<file path="config.mk">
export PLATFORM = sky130hd
export DESIGN_NAME = tmds_pattern_gen
export DESIGN_NICKNAME = d
export VERILOG_FILES = /design/src/rtl/tmds_pg_pkg.sv /design/src/rtl/tmds_pg_prbs.sv /design/src/rtl/tmds_pg_shift.sv /design/src/rtl/tmds_pg_clkpat.sv /design/src/rtl/tmds_pattern_gen.sv
export SDC_FILE = /design/constraint.sdc
export NUM_CORES = 1
export LEC_CHECK = 0
export CORE_UTILIZATION = 49
export DETAILED_ROUTE_END_ITERATION = 8
export HOLD_SLACK_MARGIN = 0.02
export PLACE_DENSITY = 0.73
export SYNTH_ARGS = -nofsm -noshare
export SYNTH_HDL_FRONTEND = slang
export SYNTH_HIERARCHICAL = 1
export SYNTH_SLANG_ARGS = --single-unit
</file>
<file path="constraint.sdc">
create_clock -name clk -period 8.1 [get_ports clk]
set_input_delay 1.62 -clock clk [delete_from_list [all_inputs] [get_ports clk]]
set_output_delay 1.62 -clock clk [all_outputs]
set_load 0.01 [all_outputs]
</file>
<file path="src/rtl/tmds_pg_pkg.sv">
package tmds_pg_pkg;

    // Output source select codes (field decoded by the output selector)
    localparam logic [2:0] SEL_ZERO  = 3'b000;
    localparam logic [2:0] SEL_DATA  = 3'b001;
    localparam logic [2:0] SEL_PRBS  = 3'b010;
    localparam logic [2:0] SEL_SHIFT = 3'b100;

    // PRBS polynomial codes
    localparam logic [1:0] POLY_11 = 2'd0;
    localparam logic [1:0] POLY_15 = 2'd1;
    localparam logic [1:0] POLY_7  = 2'd2;
    localparam logic [1:0] POLY_31 = 2'd3;

    // PRBS width codes
    localparam logic [1:0] PW_IDLE = 2'd0;
    localparam logic [1:0] PW_BYTE = 2'd1;
    localparam logic [1:0] PW_BIT  = 2'd2;
    localparam logic [1:0] PW_FULL = 2'd3;

    typedef enum logic [1:0] {
        MODE_ZERO,
        MODE_DATA,
        MODE_PRBS,
        MODE_SHIFT
    } out_mode_e;

    typedef enum logic [1:0] {
        PR_HOLD,
        PR_SEED,
        PR_STEP
    } prbs_act_e;

    typedef enum logic {
        SH_IDLE,
        SH_RUN
    } shift_st_e;

    typedef enum logic [1:0] {
        CK_HOLD,
        CK_LOAD,
        CK_ROTATE
    } clk_act_e;

endpackage

</file>
<file path="src/rtl/tmds_pg_prbs.sv">
module tmds_pg_prbs
    import tmds_pg_pkg::*;
#(
    parameter int SYM_W  = 10,
    parameter int LFSR_W = 31
) (
    input  logic             clk,
    input  logic             rst_n,
    input  logic             en,
    input  logic [1:0]       poly,
    input  logic [1:0]       width,
    output logic [SYM_W-1:0] word
);

    localparam int IDX_W = $clog2(LFSR_W);

    logic [LFSR_W-1:0] lfsr;
    logic [LFSR_W-1:0] lfsr_nxt;
    logic [LFSR_W-1:0] len_mask;
    logic [LFSR_W-1:0] walk;
    logic [SYM_W-1:0]  walk_word;
    logic [IDX_W-1:0]  msb_i;
    logic [IDX_W-1:0]  tap_i;
    logic              fb;
    logic              low_zero;
    int                nbits;
    prbs_act_e         act;

    // Polynomial and width decode
    always_comb begin
        unique case (poly)
            POLY_11: begin msb_i = IDX_W'(10); tap_i = IDX_W'(8);  end
            POLY_15: begin msb_i = IDX_W'(14); tap_i = IDX_W'(13); end
            POLY_7:  begin msb_i = IDX_W'(6);  tap_i = IDX_W'(5);  end
            POLY_31: begin msb_i = IDX_W'(30); tap_i = IDX_W'(27); end
        endcase
        unique case (width)
            PW_IDLE: nbits = 0;
            PW_BYTE: nbits = 8;
            PW_BIT:  nbits = 1;
            PW_FULL: nbits = SYM_W;
        endcase
        len_mask = {LFSR_W{1'b1}} >> (LFSR_W - 1 - int'(msb_i));
        low_zero = ((lfsr & len_mask) == '0);
    end

    // Action select
    always_comb begin
        if (!en || width == PW_IDLE) begin
            act = PR_HOLD;
        end else if (low_zero) begin
            act = PR_SEED;
        end else begin
            act = PR_STEP;
        end
    end

    // Multi-bit advance: bit 0 of the word is the earliest bit produced
    always_comb begin
        walk      = lfsr;
        walk_word = '0;
        fb        = 1'b0;
        for (int i = 0; i < SYM_W; i++) begin
            if (i < nbits) begin
                fb           = walk[msb_i] ^ walk[tap_i];
                walk         = {walk[LFSR_W-2:0], fb};
                walk_word[i] = fb;
            end
        end
    end

    always_comb begin
        unique case (act)
            PR_HOLD: begin lfsr_nxt = lfsr;             word = '0;        end
            PR_SEED: begin lfsr_nxt = {LFSR_W{1'b1}};   word = '0;        end
            PR_STEP: begin lfsr_nxt = walk;             word = walk_word; end
            default: begin lfsr_nxt = lfsr;             word = '0;        end
        endcase
    end

    always_ff @(posedge clk or negedge rst_n) begin
        if (!rst_n) begin
            lfsr <= '0;
        end else begin
            lfsr <= lfsr_nxt;
        end
    end

    // a disabled engine keeps its register
    a_r5_hold_when_off: assert property (@(posedge clk) disable iff (!rst_n)
        !en |=> $stable(lfsr));

    // an enabled, non-idle engine never stays locked at zero
    a_r6_no_lockup: assert property (@(posedge clk) disable iff (!rst_n)
        (en && width != PW_IDLE && low_zero) |=> ((lfsr & len_mask) != '0));

endmodule

</file>
<file path="src/rtl/tmds_pg_shift.sv">
module tmds_pg_shift
    import tmds_pg_pkg::*;
#(
    parameter int SYM_W = 10,
    parameter int NSYM  = 8,
    parameter int RPT_W = 3
) (
    input  logic                  clk,
    input  logic                  rst_n,
    input  logic                  en,
    input  logic [RPT_W-1:0]      rep_cfg,
    input  logic [SYM_W*NSYM-1:0] pattern,
    output logic [SYM_W-1:0]      word
);

    localparam int IDX_W = (NSYM > 1) ? $clog2(NSYM) : 1;
    localparam logic [IDX_W-1:0] LAST_IDX = IDX_W'(NSYM - 1);

    shift_st_e        st;
    shift_st_e        st_nxt;
    logic [IDX_W-1:0] idx;
    logic [IDX_W-1:0] idx_nxt;
    logic [RPT_W-1:0] cnt;
    logic [RPT_W-1:0] cnt_nxt;

    // Named state transitions
    always_comb begin
        st_nxt = st;
        unique case (st)
            SH_IDLE: if (en)  st_nxt = SH_RUN;
            SH_RUN:  if (!en) st_nxt = SH_IDLE;
            default: st_nxt = SH_IDLE;
        endcase
    end

    // Symbol index and hold counter
    always_comb begin
        idx_nxt = idx;
        cnt_nxt = cnt;
        if (!en) begin
            idx_nxt = '0;
            cnt_nxt = '0;
        end else if (cnt == rep_cfg) begin
            cnt_nxt = '0;
            idx_nxt = (idx == LAST_IDX) ? '0 : idx + 1'b1;
        end else begin
            cnt_nxt = cnt + 1'b1;
        end
    end

    always_comb begin
        word = en ? pattern[int'(idx)*SYM_W +: SYM_W] : '0;
    end

    always_ff @(posedge clk or negedge rst_n) begin
        if (!rst_n) begin
            st  <= SH_IDLE;
            idx <= '0;
            cnt <= '0;
        end else begin
            st  <= st_nxt;
            idx <= idx_nxt;
            cnt <= cnt_nxt;
        end
    end

    // symbol is held until the counter reaches the repeat value
    a_r8_hold_symbol: assert property (@(posedge clk) disable iff (!rst_n)
        (en && cnt != rep_cfg) |=> $stable(idx));

    // the last symbol wraps to the first
    a_r7_wrap: assert property (@(posedge clk) disable iff (!rst_n)
        (en && cnt == rep_cfg && idx == LAST_IDX) |=> (idx == '0));

    // disabling clears the sequence position
    a_r7_idle_clear: assert property (@(posedge clk) disable iff (!rst_n)
        !en |=> (idx == '0 && cnt == '0 && st == SH_IDLE));

endmodule

</file>
<file path="src/rtl/tmds_pg_clkpat.sv">
module tmds_pg_clkpat
    import tmds_pg_pkg::*;
#(
    parameter int SYM_W = 10,
    parameter int NSYM  = 4
) (
    input  logic                  clk,
    input  logic                  rst_n,
    input  logic                  load,
    input  logic                  rot_en,
    input  logic [SYM_W*NSYM-1:0] pattern,
    output logic [SYM_W-1:0]      word
);

    localparam int PAT_W = SYM_W * NSYM;

    logic [PAT_W-1:0] work;
    logic [PAT_W-1:0] work_nxt;
    clk_act_e         act;

    always_comb begin
        if (load) begin
            act = CK_LOAD;
        end else if (rot_en) begin
            act = CK_ROTATE;
        end else begin
            act = CK_HOLD;
        end
    end

    always_comb begin
        unique case (act)
            CK_LOAD:   work_nxt = pattern;
            CK_ROTATE: work_nxt = {work[SYM_W-1:0], work[PAT_W-1:SYM_W]};
            CK_HOLD:   work_nxt = work;
            default:   work_nxt = work;
        endcase
    end

    always_ff @(posedge clk or negedge rst_n) begin
        if (!rst_n) begin
            work <= '0;
        end else begin
            work <= work_nxt;
        end
    end

    assign word = work[SYM_W-1:0];

    // a load copies the programmed pattern
    a_r9_load_copies: assert property (@(posedge clk) disable iff (!rst_n)
        load |=> (work == $past(pattern)));

    // without load or rotate the register holds
    a_r10_hold: assert property (@(posedge clk) disable iff (!rst_n)
        (!load && !rot_en) |=> $stable(work));

    // rotation brings the second symbol to the output
    a_r10_rotate_step: assert property (@(posedge clk) disable iff (!rst_n)
        (!load && rot_en) |=> (word == $past(work[2*SYM_W-1:SYM_W])));

endmodule

</file>
<file path="src/rtl/tmds_pattern_gen.sv">
module tmds_pattern_gen
    import tmds_pg_pkg::*;
#(
    parameter int SYM_W      = 10,
    parameter int SHIFT_SYMS = 8,
    parameter int CLK_SYMS   = 4,
    parameter int RPT_W      = 3,
    parameter int LFSR_W     = 31
) (
    input  logic                        clk,
    input  logic                        rst_n,
    input  logic [2:0]                  out_sel,
    input  logic                        prbs_en,
    input  logic [1:0]                  prbs_poly,
    input  logic [1:0]                  prbs_width,
    input  logic                        shift_en,
    input  logic [RPT_W-1:0]            shift_repeat,
    input  logic [SYM_W*SHIFT_SYMS-1:0] shift_pattern,
    input  logic [SYM_W*CLK_SYMS-1:0]   clk_pat,
    input  logic                        clk_pat_load,
    input  logic                        clk_pat_rotate,
    input  logic [SYM_W-1:0]            ch_in0,
    input  logic [SYM_W-1:0]            ch_in1,
    input  logic [SYM_W-1:0]            ch_in2,
    output logic [SYM_W-1:0]            ch_out0,
    output logic [SYM_W-1:0]            ch_out1,
    output logic [SYM_W-1:0]            ch_out2,
    output logic [SYM_W-1:0]            clk_out
);

    localparam int NCH = 3;

    out_mode_e        mode;
    logic [SYM_W-1:0] prbs_word;
    logic [SYM_W-1:0] shift_word;
    logic [SYM_W-1:0] din  [NCH];
    logic [SYM_W-1:0] ch_q [NCH];

    assign din[0] = ch_in0;
    assign din[1] = ch_in1;
    assign din[2] = ch_in2;

    tmds_pg_prbs #(
        .SYM_W  (SYM_W),
        .LFSR_W (LFSR_W)
    ) u_prbs (
        .clk   (clk),
        .rst_n (rst_n),
        .en    (prbs_en),
        .poly  (prbs_poly),
        .width (prbs_width),
        .word  (prbs_word)
    );

    tmds_pg_shift #(
        .SYM_W (SYM_W),
        .NSYM  (SHIFT_SYMS),
        .RPT_W (RPT_W)
    ) u_shift (
        .clk     (clk),
        .rst_n   (rst_n),
        .en      (shift_en),
        .rep_cfg (shift_repeat),
        .pattern (shift_pattern),
        .word    (shift_word)
    );

    tmds_pg_clkpat #(
        .SYM_W (SYM_W),
        .NSYM  (CLK_SYMS)
    ) u_clkpat (
        .clk     (clk),
        .rst_n   (rst_n),
        .load    (clk_pat_load),
        .rot_en  (clk_pat_rotate),
        .pattern (clk_pat),
        .word    (clk_out)
    );

    // Source decode: unlisted codes fall back to zero output
    always_comb begin
        unique case (out_sel)
            SEL_ZERO:  mode = MODE_ZERO;
            SEL_DATA:  mode = MODE_DATA;
            SEL_PRBS:  mode = MODE_PRBS;
            SEL_SHIFT: mode = MODE_SHIFT;
            default:   mode = MODE_ZERO;
        endcase
    end

    for (genvar c = 0; c < NCH; c++) begin : g_ch
        always_ff @(posedge clk or negedge rst_n) begin
            if (!rst_n) begin
                ch_q[c] <= '0;
            end else begin
                unique case (mode)
                    MODE_ZERO:  ch_q[c] <= '0;
                    MODE_DATA:  ch_q[c] <= din[c];
                    MODE_PRBS:  ch_q[c] <= prbs_word;
                    MODE_SHIFT: ch_q[c] <= shift_word;
                    default:    ch_q[c] <= '0;
                endcase
            end
        end
    end

    assign ch_out0 = ch_q[0];
    assign ch_out1 = ch_q[1];
    assign ch_out2 = ch_q[2];

    // unlisted and zero select codes give a zero word
    a_r2_zero_codes: assert property (@(posedge clk) disable iff (!rst_n)
        (out_sel != SEL_DATA && out_sel != SEL_PRBS && out_sel != SEL_SHIFT)
        |=> (ch_out0 == '0 && ch_out1 == '0 && ch_out2 == '0));

    // data mode forwards each channel one cycle later
    a_r2_data_pass: assert property (@(posedge clk) disable iff (!rst_n)
        (out_sel == SEL_DATA) |=> (ch_out1 == $past(ch_in1)));

    // one-bit PRBS leaves the upper bits at zero
    a_r4_bit_width: assert property (@(posedge clk) disable iff (!rst_n)
        (out_sel == SEL_PRBS && prbs_width == PW_BIT) |=> (ch_out0[SYM_W-1:1] == '0));

    // shift mode drives one symbol onto all channels
    a_r7_same_symbol: assert property (@(posedge clk) disable iff (!rst_n)
        (out_sel == SEL_SHIFT) |=> (ch_out0 == ch_out1 && ch_out1 == ch_out2));

endmodule

</file>
After elaboration in Yosys (flattened, before gate mapping)
Cells that the tools add are included. W data, S select, Z words.

$add $sub $neg: 3. Multipliers: 1. Div/mod/pow operators: 0. Magnitude comparators: 12. Eq/ne operators: 19. Shifts and indexed selects: 2. Mux-type cells: 80. Bitwise operators: 11. Reductions and logical operators: 8.

Operators by type and width (number): $mux W31 (10); $lt A4 B32 Y1 const A (4); $pmux W32 S4 (1); $pmux W10 S4 (3); $bmux W1 S5 (20); $pmux W40 S2 (1); $shiftx A80 B32 Y10 (1); $lt A3 B32 Y1 const A (2); $lt A5 B32 Y1 const A (2); $pmux W31 S2 (1); $pmux W5 S4 (2); $lt A1 B32 Y1 const A (1); $lt A2 B32 Y1 const A (1); $shr A31 B32 Y31 const A (1); $and A31 B31 Y31 (1); $logic_not A31 Y1 (1); $mux W1 (30); $mux W10 (2); $eq A2 B2 Y1 const B (8); $mux W3 (5); $lt A5 B6 Y1 const B (2); $eq A2 B1 Y1 const B (5); $xor A1 B1 Y1 (10); $mux W2 (4); other kinds (13) (18).

Bits in registers: 107. Latch bits: 0. RAM bits: 0. Memory bits (read-only): 0. Input bits: 166. Output and inout bits: 40. Word-level logic and storage cells: 143. Memories: 0.

Longest topological paths before layout
Depth after elaboration: 44. Depth in mapped cells: 30. Gate-level depth less buffers: 24.

Modules after synthesis
The synthesis kept the hierarchy.

By module, submodules not included: tmds_pg_prbs (instances 1, cells an instance 847, area each 6217.2 um2, sequential area each 775.7 um2); tmds_pg_clkpat (instances 1, cells an instance 184, area each 1973.1 um2, sequential area each 1001.0 um2); tmds_pattern_gen (instances 1, cells an instance 93, area each 1387.6 um2, sequential area each 750.7 um2); tmds_pg_shift (instances 1, cells an instance 73, area each 944.7 um2, sequential area each 150.1 um2).

Least setup slack after synthesis
No wires, ideal clock.

Path type: input to register. Start point: in prbs_poly[0]. End point: reg ch_q, in the netlist ch_out0[9]. Library setup time: 0.067 ns. Data arrival time: 8.006 ns. Data required time: 8.033 ns. Path slack: 0.026 ns. Stages: 27. Path buffers: 3. Cells stage by stage: inv_1 ha_1 buf_2 buf_2 mux4_2 nor2_1 o31ai_2 mux2_2 or4_1 buf_2 a211oi_2 o21a_1 mux2i_1 mux2_2 o31a_1 a311oi_4 o2bb2ai_1 o22a_1 nand2_1 o311ai_2 a211oi_2 mux2i_1 or4_1 o2111a_1 nor3_1 and4bb_1 a311o_1.

Cells in the longest elaborated chain, start to end: 44. Elaborated cells between the ends (all ways): 75. Those cells by class: 1 x add/sub; 4 x eq/ne; 1 x shift; 56 x mux; 11 x bitwise; 2 x reduce/logical.

RTL lines: start, declared (RTL line tmds_pattern_gen.sv:14) `input logic [1:0] prbs_poly,`; $eq A2 B2 Y1, or another cell as far along (RTL line tmds_pg_prbs.sv:31) `unique case (poly)`; $pmux W5 S4 (RTL line tmds_pg_prbs.sv:31); $bmux W1 S5 (RTL line tmds_pg_prbs.sv:65) `fb = walk[msb_i] ^ walk[tap_i];`; $mux W1 (implied by the code) (RTL line tmds_pg_prbs.sv:65); $xor A1 B1 Y1 (RTL line tmds_pg_prbs.sv:65); $mux W31 (RTL line tmds_pg_prbs.sv:64) `if (i < nbits) begin`; $bmux W1 S5 (RTL line tmds_pg_prbs.sv:65); $mux W1 (implied by the code) (RTL line tmds_pg_prbs.sv:65); [29 not listed]; $mux W31 (RTL line tmds_pg_prbs.sv:64); $bmux W1 S5 (RTL line tmds_pg_prbs.sv:65); $mux W1 (implied by the code) (RTL line tmds_pg_prbs.sv:65); $xor A1 B1 Y1 (RTL line tmds_pg_prbs.sv:65); $mux W1 (RTL line tmds_pg_prbs.sv:64); $mux W10 (*) (RTL line tmds_pg_prbs.sv:73) `unique case (act)`; net prbs_word[9] (RTL line tmds_pattern_gen.sv:34) `logic [SYM_W-1:0] prbs_word;`; $pmux W10 S4 (*) (RTL line tmds_pattern_gen.sv:96) `unique case (mode)`; end signal, assigned by index (RTL line tmds_pattern_gen.sv:98) `MODE_DATA: ch_q[c] <= din[c];`; end signal, assigned by index (RTL line tmds_pattern_gen.sv:99) `MODE_PRBS: ch_q[c] <= prbs_word;`; end signal, assigned by index (RTL line tmds_pattern_gen.sv:100) `MODE_SHIFT: ch_q[c] <= shift_word;`; end, declared (RTL line tmds_pattern_gen.sv:37) `logic [SYM_W-1:0] ch_q [NCH];`.

Mark *: on every way through the listed nets, which the timed path passes. The rest lies on a longest branch. The select of a mux whose other input is x is not followed. A chain may end at the register's enable or synchronous reset.

Worst setup path after layout
Start point: in prbs_poly[1]. End point: reg ch_q, in the netlist ch_out0[9].

Same word-level chain as after synthesis.

==> results.cfg <==
[synth]
synthXorXnorAreaFrac = 0.00916
yosysSeqAreaShare = 0.254
syn-num-nets = 1371
synth_top_family_by_area = compound AO/OA/AOI/OAI gates
muxShareOfSynthArea = 0.202
syn_area_per_cell_um2 = 8.79
ys_ff_latch = 107
synth_edf_count = 0
synth_warnings = 6
synth_cells = 1197
synth_area_um2 = 10500
ys.flop_type = dfrtp_1
synthArstFlopShare = 1.00
synth_cell_type_count = 92
yosys.area_share.simple = 0.173
synth_compound_area_frac = 0.280
synth-adder-area-share = 0.00951

[timing]
worst_pin_slew_ps = 1290
period_needed_ps = 8090
fin_hold_ws_ps = 512
rsz0062_at_grt = yes
slew_violations = 0
fin_crit_sh = 0.999
hold_viol_final = 0
fin_skew_ps = 17.5
timing.fmax_mhz = 124
setup_viol = 0
relSlewSlack = 0.134

[die]
core-area_um2 = 21000
start_util = 0.501
rows = 53
io-pin-count = 206
die_h_um = 149
die_w_um = 149
die-area_um2 = 22100

[worst_setup_path]
cp.arrival_ps = 8370
crit_start = prbs_poly[1]
crit_fanout = 5
rrSetupSlack_ps = 1030
r2r_start = u_prbs/lfsr[22]
worst_setup_path_end_kind = register
path_class = in -> reg
critPathRequiredTime_ps = 8380
start_kind = input pin

[final_layout]
antenna_cells = 0
fin_area_um2 = 14200
layout_common_cells = 198 x clkdlybuf4s50_1, 177 x buf_4, 124 x nand2_1
final_nets = 1633
final_common_cell = clkdlybuf4s50_1
final_layout_size_suffix_gt1_frac = 0.222
area_delta_synth_final_pct = 34.8

[detailed_routing]
drc_errors = 0
via_per_inst = 6.71
first_iter_violations = 1243
vias = 11700
drt-pass1-iter-count = 6
antenna_left = 0
routed_wl_mm = 42.5
wl_per_cell_um = 24.5

[clock_network]
cts_tree = yes
root_buffer = clkbuf_16
clk_pin_slew_worst_paths_ps = 70
clkSinkCount = 107
clk_path_buf_depth = 2
cts_buffers = 9
h-tree-depth = 3
clkLatencyLatePin_ps = 360

[place]
globalplace.congestion = 1.09
place.port_buffers = 205
dp_hpwl_mm = 31.2
placed_area_um2 = 13500

[min_path]
min_from = u_shift/cnt[0]
hold_class = reg -> reg

[pwr]
swShare = 0.419
ir_drop_uv = 106
switching_power_w = 0.00108
pwr-share-comb = 0.539
leakagePower_nw = 5.79
p_per_area_nw_per_um2 = 182
internal_power_w = 0.00150
p_seq_frac = 0.283
power_frac_clock = 0.178

[grt]
grt_pass1_vias = 11300
grt_max_degree = 81
gr-total-overflow = 0
grt_pass1_wl_mm = 63.8
antenna_found_initial = 1
grt_util_all_layers = 0.381

[status]
status = finished clean

[job]
cap_violations = 0
final cells by class:
cell class                 instances  area, µm²
clock buffer                       9        225
clock inverter                     6       73.8
fill                            1711       6840
inverter                          15       65.1
multi-input combinational        935       7280
sequential                       107       2680
tap                              275        344
timing repair buffer             391       3520
power groups by stage:
stage	Sequential (W)	Clock [W]	Combinational (W)
final	0.000730	0.000459	0.00139
after global routing	0.000734	0.000489	0.00146
after floorplan	0.000660	0	0.000765
after global placement	0.000731	0	0.00127
after detailed placement	0.000731	0	0.00128
after CTS	0.000721	0.000467	0.00132
through the flow:
stage | TNS, ps | utilization | total power [W] | cells | setup slack, ps
6_report | 0 | 0.675 | 0.00258 | 1738 | 9.92
5_1_grt | -648 | 0.675 | 0.00268 | 1738 | -227
4_1_cts | 0 | 0.666 | 0.00251 | 1731 | 34.9
3_5_place_dp | -3460 | 0.644 | 0.00202 | 1705 | -645
3_3_place_gp | -2530 | 0.644 | 0.00200 | 1705 | -479
2_1_floorplan | 0 | - | 0.00143 | 1197 | 26.3
sequential cells by signal, indices dropped and copies added, names as in the netlist:
register	cells
ch_out1	10
ch_out0	10
u_shift/cnt	3
u_clkpat/work	40
u_prbs/lfsr	31
u_shift/idx	3
ch_out2	10
path summary, 6_finish.rpt:
check	to	depth (start not counted)
min in group asynchronous	u_clkpat/work[0]	1
worst max register to register	ch_out0[9]	23
worst max-delay path	ch_out0[9]	28
worst min-delay path	u_shift/cnt[0]	1
max in group asynchronous	u_clkpat/work[18]	2
worst min register to register	u_shift/cnt[0]	1
synthesized netlist by cell type, types with 5 or more instances:
| cell | count | area (µm²) |
|---|---|---|
| and2_1 | 8 | 50.1 |
| buf_1 | 13 | 48.8 |
| nand3_1 | 15 | 75.1 |
| a311oi_1 | 8 | 70.1 |
| nor3_1 | 18 | 90.1 |
| nor4_1 | 9 | 56.3 |
| o31ai_1 | 6 | 45.0 |
| inv_1 | 14 | 52.6 |
| or2_2 | 6 | 37.5 |
| or4_1 | 6 | 45.0 |
| nor2_1 | 108 | 405 |
| a21o_1 | 11 | 82.6 |
| mux4_2 | 43 | 968 |
| a211oi_1 | 19 | 143 |
| ha_1 | 8 | 100 |
| o22a_1 | 16 | 140 |
| mux2_2 | 12 | 135 |
| o21a_1 | 12 | 90.1 |
| or3_1 | 8 | 50.1 |
| a21oi_1 | 71 | 355 |
| o221ai_1 | 5 | 43.8 |
| clkbuf_1 | 79 | 297 |
| a22oi_1 | 6 | 45.0 |
| a2111oi_0 | 5 | 43.8 |
| nand2_1 | 124 | 465 |
| and4bb_4 | 6 | 97.6 |
| buf_4 | 15 | 113 |
| o21ai_0 | 42 | 210 |
| dfrtp_1 | 107 | 2680 |
| a221o_1 | 8 | 80.1 |
| o211ai_1 | 12 | 90.1 |
| a311o_1 | 34 | 340 |
| a31oi_1 | 17 | 106 |
| a221oi_1 | 15 | 131 |
| buf_2 | 26 | 130 |
| o22ai_1 | 7 | 43.8 |
| mux2i_1 | 95 | 951 |
| o21ai_1 | 40 | 200 |
| nand2b_1 | 12 | 75.1 |
| and3_1 | 8 | 50.1 |
| xnor2_1 | 8 | 70.1 |
| nor2b_1 | 9 | 56.3 |
| and4bb_1 | 13 | 163 |
worst max-delay path, cell delays in order:
cell       delay (ps)
buf_8              90
inv_6              30
buf_6             100
ha_4              180
buf_6             140
mux2i_2           150
mux4_2            520
o211a_1           250
mux2_4            280
or4_4             580
a211oi_4          330
o21a_1            220
mux2i_2           330
mux2_4            340
o2111a_1          290
a311oi_4          400
o21ai_2           140
and4b_1           210
a211oi_2          240
o311ai_4          170
buf_6             160
o2111ai_4         180
nand3_2           100
or4_1             530
o2111a_1          180
nor3_2            160
and4bb_2          290
a311o_1           130
kinds of logic (layout without fill, tap and decap cells):
group,count (synthesis),in the layout
and+or+nand+nor,362,362
xor gates and xnor gates,11,11
muxes,155,155
adders and majority gates,8,8
buffers and inverters,155,421
DFF,107,107
AOI/OAI and AO/OA,399,399
repair_timing:
| action | in CTS | in global routing |
|---|---|---|
| hold buffers | 0 | 0 |
| gates resized for setup | 23 | 35 |
| setup buffers | 11 | 7 |
| pin swaps | 18 | 23 |
| endpoints found under the setup margin | 6 | 7 |
layer usage:
metal  GRT usage  vias to the layer above  share of wire
met2       0.581                      807           0.45
met1       0.472                     5540           0.36
li1            -                     5123              -
met3       0.106                      188           0.12
met5           0                        -        0.00035
met4       0.248                        2          0.067
Power figures use the tool's default switching activity.
